===== config.mk =====
export PLATFORM = sky130hd
export DESIGN_NAME = trap_entry_ctrl
export DESIGN_NICKNAME = d
export VERILOG_FILES = /design/src/rtl/trap_entry_pkg.sv /design/src/rtl/trap_deleg_sel.sv /design/src/rtl/trap_status_upd.sv /design/src/rtl/trap_level_bank.sv /design/src/rtl/trap_seq_fsm.sv /design/src/rtl/trap_entry_ctrl.sv
export SDC_FILE = /design/constraint.sdc
export NUM_CORES = 1
export LEC_CHECK = 0
export BUFFER_PORTS_ARGS = -buffer_cell sky130_fd_sc_hd__buf_2
export CAP_MARGIN = 25
export CORE_AREA = 2 2 226 228
export CTS_BUF_LIST = sky130_fd_sc_hd__clkbuf_4 sky130_fd_sc_hd__clkbuf_8 sky130_fd_sc_hd__clkbuf_16
export CTS_CLUSTER_SIZE = 8
export DETAILED_ROUTE_END_ITERATION = 8
export DIE_AREA = 0 0 228 230
export GPL_TIMING_DRIVEN = 0
export HOLD_SLACK_MARGIN = 0.15
export SYNTH_ARGS = -nofsm -noshare
export SYNTH_HDL_FRONTEND = slang
export SYNTH_HIERARCHICAL = 1
export SYNTH_SLANG_ARGS = --single-unit

===== constraint.sdc =====
create_clock -name clk -period 3.9 [get_ports clk]
set_clock_uncertainty 0.05 [all_clocks]
set_input_delay 0.39 -clock clk [delete_from_list [all_inputs] [get_ports clk]]
set_output_delay 0.39 -clock clk [all_outputs]
set_load 0.01 [all_outputs]

===== src/rtl/trap_entry_pkg.sv =====
package trap_entry_pkg;

    localparam int CODE_W  = 5;
    localparam int MASK_W  = 1 << CODE_W;
    localparam int NUM_LVL = 3;

    localparam int LVL_U = 0;
    localparam int LVL_S = 1;
    localparam int LVL_M = 2;

    typedef enum logic [1:0] {
        PRIV_U    = 2'd0,
        PRIV_S    = 2'd1,
        PRIV_RSVD = 2'd2,
        PRIV_M    = 2'd3
    } priv_e;

    // packed MSB first: mprv is bit 9, uie is bit 0
    typedef struct packed {
        logic       mprv;
        logic [1:0] mpp;
        logic       spp;
        logic       mpie;
        logic       spie;
        logic       upie;
        logic       mie;
        logic       sie;
        logic       uie;
    } stat_t;

    localparam int STAT_W = $bits(stat_t);

    typedef enum logic [1:0] {
        SEQ_BOOT  = 2'd0,
        SEQ_IDLE  = 2'd1,
        SEQ_REDIR = 2'd2
    } seq_e;

endpackage


===== src/rtl/trap_deleg_sel.sv =====
module trap_deleg_sel
    import trap_entry_pkg::*;
#(
    parameter int CW = CODE_W,
    localparam int MW = 1 << CW
) (
    input  priv_e          cur_priv,
    input  logic [CW-1:0]  code,
    input  logic [MW-1:0]  m_mask,
    input  logic [MW-1:0]  s_mask,
    output priv_e          hnd_priv
);

    logic to_sup;
    logic to_user;

    always_comb begin
        to_sup  = (cur_priv != PRIV_M) && m_mask[code];
        to_user = (cur_priv == PRIV_U) && s_mask[code];
    end

    // second stage overrides the first
    always_comb begin
        hnd_priv = PRIV_M;
        if (to_sup) begin
            hnd_priv = PRIV_S;
        end
        if (to_user) begin
            hnd_priv = PRIV_U;
        end
    end

endmodule


===== src/rtl/trap_status_upd.sv =====
module trap_status_upd
    import trap_entry_pkg::*;
(
    input  stat_t old_stat,
    input  priv_e prior_priv,
    input  priv_e hnd_priv,
    output stat_t new_stat
);

    always_comb begin
        new_stat = old_stat;
        unique case (hnd_priv)
            PRIV_U: begin
                new_stat.upie = old_stat.uie;
                new_stat.uie  = 1'b0;
            end
            PRIV_S: begin
                new_stat.spp  = prior_priv[0];
                new_stat.spie = old_stat.sie;
                new_stat.sie  = 1'b0;
            end
            PRIV_M: begin
                new_stat.mpp  = prior_priv;
                new_stat.mpie = old_stat.mie;
                new_stat.mie  = 1'b0;
            end
            default: begin
                new_stat = old_stat;
            end
        endcase
    end

endmodule


===== src/rtl/trap_level_bank.sv =====
module trap_level_bank
    import trap_entry_pkg::*;
#(
    parameter int XLEN = 32,
    parameter int NL   = NUM_LVL
) (
    input  logic                    clk,
    input  logic                    rst_n,
    input  logic [NL-1:0]           wr_sel,
    input  logic [XLEN-1:0]         cause_d,
    input  logic [XLEN-1:0]         ret_d,
    input  logic [XLEN-1:0]         info_d,
    output logic [NL-1:0][XLEN-1:0] cause_q,
    output logic [NL-1:0][XLEN-1:0] ret_q,
    output logic [NL-1:0][XLEN-1:0] info_q
);

    for (genvar g = 0; g < NL; g++) begin : g_lvl
        always_ff @(posedge clk) begin
            if (!rst_n) begin
                cause_q[g] <= '0;
                ret_q[g]   <= '0;
                info_q[g]  <= '0;
            end else if (wr_sel[g]) begin
                cause_q[g] <= cause_d;
                ret_q[g]   <= ret_d;
                info_q[g]  <= info_d;
            end
        end
    end

endmodule


===== src/rtl/trap_seq_fsm.sv =====
module trap_seq_fsm
    import trap_entry_pkg::*;
#(
    parameter int              XLEN   = 32,
    parameter logic [XLEN-1:0] RST_PC = '0
) (
    input  logic            clk,
    input  logic            rst_n,
    input  logic            trap_req,
    input  logic [XLEN-1:0] vec_base,
    output logic            take,
    output logic            redirect_valid,
    output logic [XLEN-1:0] redirect_pc
);

    seq_e            st_q;
    seq_e            st_d;
    logic [XLEN-1:0] tgt_q;

    always_comb begin
        take = (st_q == SEQ_IDLE) && trap_req;
    end

    always_comb begin
        st_d = st_q;
        unique case (st_q)
            SEQ_BOOT:  st_d = SEQ_IDLE;
            SEQ_IDLE:  st_d = trap_req ? SEQ_REDIR : SEQ_IDLE;
            SEQ_REDIR: st_d = SEQ_IDLE;
            default:   st_d = SEQ_IDLE;
        endcase
    end

    always_ff @(posedge clk) begin
        if (!rst_n) begin
            st_q <= SEQ_BOOT;
        end else begin
            st_q <= st_d;
        end
    end

    always_ff @(posedge clk) begin
        if (!rst_n) begin
            tgt_q <= '0;
        end else if (take) begin
            tgt_q <= {vec_base[XLEN-1:2], 2'b00};
        end
    end

    always_comb begin
        unique case (st_q)
            SEQ_BOOT: begin
                redirect_valid = 1'b1;
                redirect_pc    = RST_PC;
            end
            SEQ_REDIR: begin
                redirect_valid = 1'b1;
                redirect_pc    = tgt_q;
            end
            default: begin
                redirect_valid = 1'b0;
                redirect_pc    = tgt_q;
            end
        endcase
    end

endmodule


===== src/rtl/trap_entry_ctrl.sv =====
module trap_entry_ctrl
    import trap_entry_pkg::*;
#(
    parameter int          XLEN      = 32,
    parameter logic [63:0] RESET_VEC = 64'h0000_0000_0000_0200
) (
    input  logic              clk,
    input  logic              rst_n,
    input  logic              trap_req,
    input  logic [CODE_W-1:0] trap_code,
    input  logic              trap_is_irq,
    input  logic [XLEN-1:0]   trap_pc,
    input  logic [XLEN-1:0]   trap_val,
    input  logic [MASK_W-1:0] mach_deleg,
    input  logic [MASK_W-1:0] sup_deleg,
    input  logic [XLEN-1:0]   user_base,
    input  logic [XLEN-1:0]   sup_base,
    input  logic [XLEN-1:0]   mach_base,
    input  logic              ctx_load,
    input  logic [1:0]        ctx_priv,
    input  logic [STAT_W-1:0] ctx_status,
    output logic [1:0]        cur_priv,
    output logic [STAT_W-1:0] status,
    output logic [XLEN-1:0]   user_cause,
    output logic [XLEN-1:0]   user_ret_pc,
    output logic [XLEN-1:0]   user_tinfo,
    output logic [XLEN-1:0]   sup_cause,
    output logic [XLEN-1:0]   sup_ret_pc,
    output logic [XLEN-1:0]   sup_tinfo,
    output logic [XLEN-1:0]   mach_cause,
    output logic [XLEN-1:0]   mach_ret_pc,
    output logic [XLEN-1:0]   mach_tinfo,
    output logic              redirect_valid,
    output logic [XLEN-1:0]   redirect_pc
);

    localparam logic [XLEN-1:0] RST_PC = RESET_VEC[XLEN-1:0];

    priv_e                        priv_q;
    stat_t                        stat_q;
    priv_e                        hnd_priv;
    stat_t                        stat_trap;
    logic                         take_trap;
    logic [XLEN-1:0]              cause_d;
    logic [XLEN-1:0]              vec_sel;
    logic [NUM_LVL-1:0]           wr_sel;
    logic [NUM_LVL-1:0][XLEN-1:0] cause_q;
    logic [NUM_LVL-1:0][XLEN-1:0] ret_q;
    logic [NUM_LVL-1:0][XLEN-1:0] info_q;

    trap_deleg_sel #(.CW(CODE_W)) u_deleg (
        .cur_priv (priv_q),
        .code     (trap_code),
        .m_mask   (mach_deleg),
        .s_mask   (sup_deleg),
        .hnd_priv (hnd_priv)
    );

    trap_status_upd u_stat (
        .old_stat   (stat_q),
        .prior_priv (priv_q),
        .hnd_priv   (hnd_priv),
        .new_stat   (stat_trap)
    );

    always_comb begin
        cause_d              = '0;
        cause_d[CODE_W-1:0]  = trap_code;
        cause_d[XLEN-1]      = trap_is_irq;
    end

    always_comb begin
        wr_sel  = '0;
        vec_sel = mach_base;
        unique case (hnd_priv)
            PRIV_U: begin
                wr_sel[LVL_U] = take_trap;
                vec_sel       = user_base;
            end
            PRIV_S: begin
                wr_sel[LVL_S] = take_trap;
                vec_sel       = sup_base;
            end
            default: begin
                wr_sel[LVL_M] = take_trap;
                vec_sel       = mach_base;
            end
        endcase
    end

    trap_level_bank #(.XLEN(XLEN), .NL(NUM_LVL)) u_bank (
        .clk     (clk),
        .rst_n   (rst_n),
        .wr_sel  (wr_sel),
        .cause_d (cause_d),
        .ret_d   (trap_pc),
        .info_d  (trap_val),
        .cause_q (cause_q),
        .ret_q   (ret_q),
        .info_q  (info_q)
    );

    trap_seq_fsm #(.XLEN(XLEN), .RST_PC(RST_PC)) u_seq (
        .clk            (clk),
        .rst_n          (rst_n),
        .trap_req       (trap_req),
        .vec_base       (vec_sel),
        .take           (take_trap),
        .redirect_valid (redirect_valid),
        .redirect_pc    (redirect_pc)
    );

    always_ff @(posedge clk) begin
        if (!rst_n) begin
            priv_q <= PRIV_M;
        end else if (take_trap) begin
            priv_q <= hnd_priv;
        end else if (ctx_load && (ctx_priv != PRIV_RSVD)) begin
            priv_q <= priv_e'(ctx_priv);
        end
    end

    always_ff @(posedge clk) begin
        if (!rst_n) begin
            stat_q <= '0;
        end else if (take_trap) begin
            stat_q <= stat_trap;
        end else if (ctx_load) begin
            stat_q <= stat_t'(ctx_status);
        end
    end

    always_comb begin
        cur_priv    = priv_q;
        status      = stat_q;
        user_cause  = cause_q[LVL_U];
        user_ret_pc = ret_q[LVL_U];
        user_tinfo  = info_q[LVL_U];
        sup_cause   = cause_q[LVL_S];
        sup_ret_pc  = ret_q[LVL_S];
        sup_tinfo   = info_q[LVL_S];
        mach_cause  = cause_q[LVL_M];
        mach_ret_pc = ret_q[LVL_M];
        mach_tinfo  = info_q[LVL_M];
    end

endmodule


Word level (Yosys, flattened, before mapping) --
Cells that the tools add are included.
Operators by class: divide/modulo/power cells 0, muxes and demuxes 26, eq/ne operators 9, reduce and logical (&&, ||, !) cells 16, bitwise operators 1, add/sub/neg operators 0, shifts and indexed selects 0, magnitude comparators 1, multipliers 0
Operator list (count):
- $pmux 32 s2 | 1
- $mux 32 | 1
- $mux 9 | 2
- $mux 1 | 14
- $mux 2 | 6
- $bmux 1 s5 | 2
- $reduce_and 2->1 | 5
- $logic_not 2->1 | 3
- $lt 5x6->1 const B | 1
- $ne 2x1->1 const B | 3
- $eq 2x1->1 const B | 2
- $eq 2x2->1 const B | 2
- $logic_and 1x1->1 | 4
- $ne 2x2->1 const B | 2
- $reduce_bool 2->1 | 2
- $reduce_or 2->1 | 2
- $not 1->1 | 1
Word-level totals: bits in read-only memories 0, memories 0, RAM bits 0, latch bits 0, bits in registers 254

Depth between registers and ports, before layout --
depth after elaboration 8, mapped depth 14, mapped depth without buffers 8

Cells and area by module --
Netlist, hierarchy kept.
By module, submodules not included:
- trap_level_bank | area an instance 10983.0 um^2, cells an instance 929, sequential area each 5765.5 um^2, instances 1
- trap_seq_fsm | area an instance 1514.0 um^2, cells an instance 174, sequential area each 640.6 um^2, instances 1
- trap_entry_ctrl | area an instance 1252.5 um^2, cells an instance 165, sequential area each 240.2 um^2, instances 1
- trap_deleg_sel | area an instance 629.4 um^2, cells an instance 53, sequential area each 0.0 um^2, instances 1
- trap_status_upd | area an instance 110.1 um^2, cells an instance 13, sequential area each 0.0 um^2, instances 1

Worst setup path before layout --
Ideal clock, no wire load.
kind input -> register, from in trap_code[1], to reg u_bank/cause_q[0] in the netlist's numbering, slack 0.925 ns, data arrival time 2.809 ns, cell stages on the path 14, buffers on the path 7, path through buf_2 buf_2 mux2_2 o22ai_1 o221ai_2 a211oi_2 buf_4 buf_6 nor3_1 buf_4 buf_8 buf_12 mux2i_1 nor2b_1
On the way: cells in the longest elaborated chain, start to end 7, elaborated cells on any way between the ends 10
RTL lines:
- start, declared | line trap_entry_ctrl.sv:10 | input logic [CODE_W-1:0] trap_code,
- $bmux 1 s5 | line trap_deleg_sel.sv:18 | to_sup = (cur_priv != PRIV_M) && m_mask[code];
- $mux 1 (not written as such) | line trap_deleg_sel.sv:18
- $logic_and 1x1->1 | line trap_deleg_sel.sv:18
- $mux 2 | line trap_deleg_sel.sv:25 | if (to_sup) begin
- $mux 2 * | line trap_deleg_sel.sv:28 | if (to_user) begin
- named net hnd_priv[1] | line trap_entry_ctrl.sv:41 | priv_e hnd_priv;
- $logic_not 2->1 * | line trap_entry_ctrl.sv:75 | unique case (hnd_priv)
- $mux 1 * | line trap_entry_ctrl.sv:75
- named net wr_sel[0] | line trap_entry_ctrl.sv:46 | logic [NUM_LVL-1:0] wr_sel;
- end signal, assigned by index | line trap_level_bank.sv:25 | cause_q[g] <= cause_d;
- end, declared | line trap_level_bank.sv:13 | output logic [NL-1:0][XLEN-1:0] cause_q,
Mark *: on every way through the listed nets, which the timed path passes. The rest lies on a longest branch. The select of a mux whose other input is x is not followed. A chain may end at the register's enable or synchronous reset.

Worst setup path after layout --
from in trap_code[3], to reg u_bank/cause_q[1] in the netlist's numbering
On the way: elaborated cells on any way between the ends 10
RTL lines:
- $bmux 1 s5 | line trap_deleg_sel.sv:19 | to_user = (cur_priv == PRIV_U) && s_mask[code];
- $mux 1 (not written as such) | line trap_deleg_sel.sv:19
- $logic_and 1x1->1 | line trap_deleg_sel.sv:19
- $mux 2 | line trap_deleg_sel.sv:28
- named net hnd_priv[0] | line trap_entry_ctrl.sv:41
- $logic_not 2->1 | line trap_entry_ctrl.sv:75
- $mux 1 | line trap_entry_ctrl.sv:75
- named net wr_sel[0] | line trap_entry_ctrl.sv:46
The timed path passes the listed nets, and every way through them passes these cells. The select of a mux whose other input is x is not followed.

==> metrics.md <==
| Metric | Value |
|---|---|
| CP Data Required Time | `4.30 ns` |
| I/O pin total | `579` |
| Reg-to-Reg Start | `cur_priv[0]$_SDFFE_PN1P_` |
| Setup bufs post-CTS | `0` |
| Worst-margin pin slew | `0.756 ns` |
| Inserted Clock Buffers | `47` |
| Most common cell after layout, fill and taps aside | `buf_2` |
| Max_slew headroom | `49.6%` |
| Setup CP Type | `in -> reg` |
| DP HPWL | `36.9 mm` |
| Core Area | `49900 um^2` |
| Worst Hold Path Cells | `3` |
| Period utilisation layout | `92.8%` |
| RePlAce Congestion | `0.985` |
| Iter 0 DRT Violations | `267` |
| Reg2Reg Capture Point | `u_bank/cause_q[1]$_SDFFE_PN0P_` |
| Most frequent cells in the layout | `581 x buf_2, 365 x mux2i_1, 332 x dfxtp_1` |
| Routed Antenna Nets | `0` |
| Initial core utilization | `29.0%` |
| Final Net Count | `2378` |
| Worst setup EP type | `register` |
| Height of the die | `230 um` |
| CTS max path bufs | `3` |
| Hold Path End | `u_bank/cause_q[68]$_SDFFE_PN0P_` |
| RSZ-0062 raised after global routing | `false` |
| Static Leak | `9.13 nW` |
| Max rail drop VDD | `0.000250 V` |
| Max Cap Viol | `0` |
| Worst r2r path cells | `12` |
| Hold/Removal Path Class | `in -> reg` |
| Final instance area | `20800 um^2` |
| Initial antenna violation count | `3` |
| Fmax | `276 MHz` |
| Final Hold Violating Endpoints | `0` |
| GRT Total Usage | `18.0%` |
| CP Launch Type | `primary input` |
| Netlist Area Pre-Place | `14500 um^2` |
| Period minus WS final | `3.62 ns` |
| Die area | `52400 um^2` |
| Share of cells above drive strength 1 | `33.0%` |
| Total clock sinks | `332` |
| Vias | `12134` |
| Setup violators final | `0` |
| Worst Min Path Start | `trap_code[4]` |
| Drt pass-1 iters | `4` |
| Pwr/cell area | `396 nW/um^2` |
| Die W | `228 um` |
| Total grt overflow | `0` |
| DR WL/cell | `17.4 um` |
| DR vias/cell | `4.32` |
| Mapped Avg Cell Area | `10.9 um^2` |
| Worst Path Arrival | `4.02 ns` |
| Std cell rows | `82` |
| Clk root buf | `clkbuf_16` |
| H-tree depth | `2` |
| Vias in the first global route | `12668` |
| Final wirelength | `49.0 mm` |
| Clk slew on worst S/H paths | `0.05 ns` |
| Worst R2R Setup Slack | `0.99 ns` |
| Mapped Cells | `1328` |
| Placed Area | `18400 um^2` |
| Max Slew Vio Count | `0` |
| PortBufs | `570` |
| Largest net degree at the start of global routing | `14` |
| YS warnings | `6` |
| TritonCTS clock tree | `done` |
| Later-pin clock latency in the skew report | `0.55 ns` |
| Crit path max fanout | `10` |
| DRC | `0` |
| Final Total Pwr | `8.23 mW` |
| First-pass GRT wire length | `73.5 mm` |
| Area growth, synth to finish | `43.7%` |
| Outcome | `finished, final reports clean` |
## state kept, by name, summed over array words and instances (netlist names)
name,count
u_bank/ret_q,96
u_bank/info_q,96
status,10
u_seq/tgt_q,30
cur_priv,2
u_seq/st_q,2
u_bank/cause_q,96
## worst max path at each step
stage / start / endpoint / slack (ns) / depth (start not counted)
final: trap_code[3] / u_bank/cause_q[1]$_SDFFE_PN0P_ / 0.28 / 15
after global routing: trap_code[3] / u_bank/ret_q[30]$_SDFFE_PN0P_ / 0.04 / 16
after global placement: trap_code[1] / u_bank/ret_q[26]$_SDFFE_PN0P_ / -0.02 / 15
after CTS: trap_code[3] / u_bank/cause_q[1]$_SDFFE_PN0P_ / 0.1 / 16
after floorplan: trap_code[1] / u_bank/cause_q[0]$_SDFFE_PN0P_ / 0.94 / 14
after detailed placement: trap_code[1] / u_bank/cause_q[1]$_SDFFE_PN0P_ / -0.06 / 15
## layout make-up
type | instances | area, um^2
well taps | 672 | 841
clock buffers | 50 | 1230
plain buffers | 103 | 837
diodes | 1 | 2.50
repair buffers | 677 | 3920
inverters | 5 | 18.8
fillers | 4866 | 29100
clock inverters | 2 | 25.0
multi-input cells | 966 | 7250
flip-flops and latches | 332 | 6650
## critical path, stage by stage
cell           delay [ns]
dlygate4sd3_1        0.53
buf_2                0.15
buf_4                0.16
mux2i_1              0.11
mux4_1               0.57
a221oi_2             0.39
nand2_1              0.22
buf_6                0.22
buf_12               0.16
nor3_1               0.17
buf_4                0.25
buf_8                0.22
buf_12               0.17
mux2i_1              0.21
nor2b_1              0.06
## stage by stage
stage	instances	util, %	hold WS [ns]	TNS (ns)	worst slack (ns)
floorplan	1406	-	0.380	0	0.939
global placement	2648	37.0	0.388	-0.307	-0.0197
detailed placement	2648	37.0	0.393	-0.864	-0.0571
CTS	2807	41.6	0.157	0	0.0987
global route	2808	41.7	0.169	0	0.0375
finish	2808	41.7	0.193	0	0.279
## power breakdown
group	switching (mW)	leakage [nW]	internal, mW
clock network	1.43	0.617	2.19
registers	0.0554	2.69	3.50
logic	0.525	5.82	0.524
## repair_timing
action                     in CTS  in global routing
hold buffers                  107                  0
hold endpoints to repair      239                  0
gates resized for setup         0                  1
setup endpoints to repair       0                114
## layer usage
metal / GRT usage [%] / wire length, um / share of wire (%) / vias up
met2: 32.2 / 24200 / 49 / 434
met4: 7.64 / 1800 / 3.7 / 0
li1: - / - / - / 5972
met5: 0 / 0 / 0 / -
met1: 19.9 / 19600 / 40 / 5632
met3: 5.06 / 3360 / 6.9 / 96
Power figures use the tool's default switching activity.
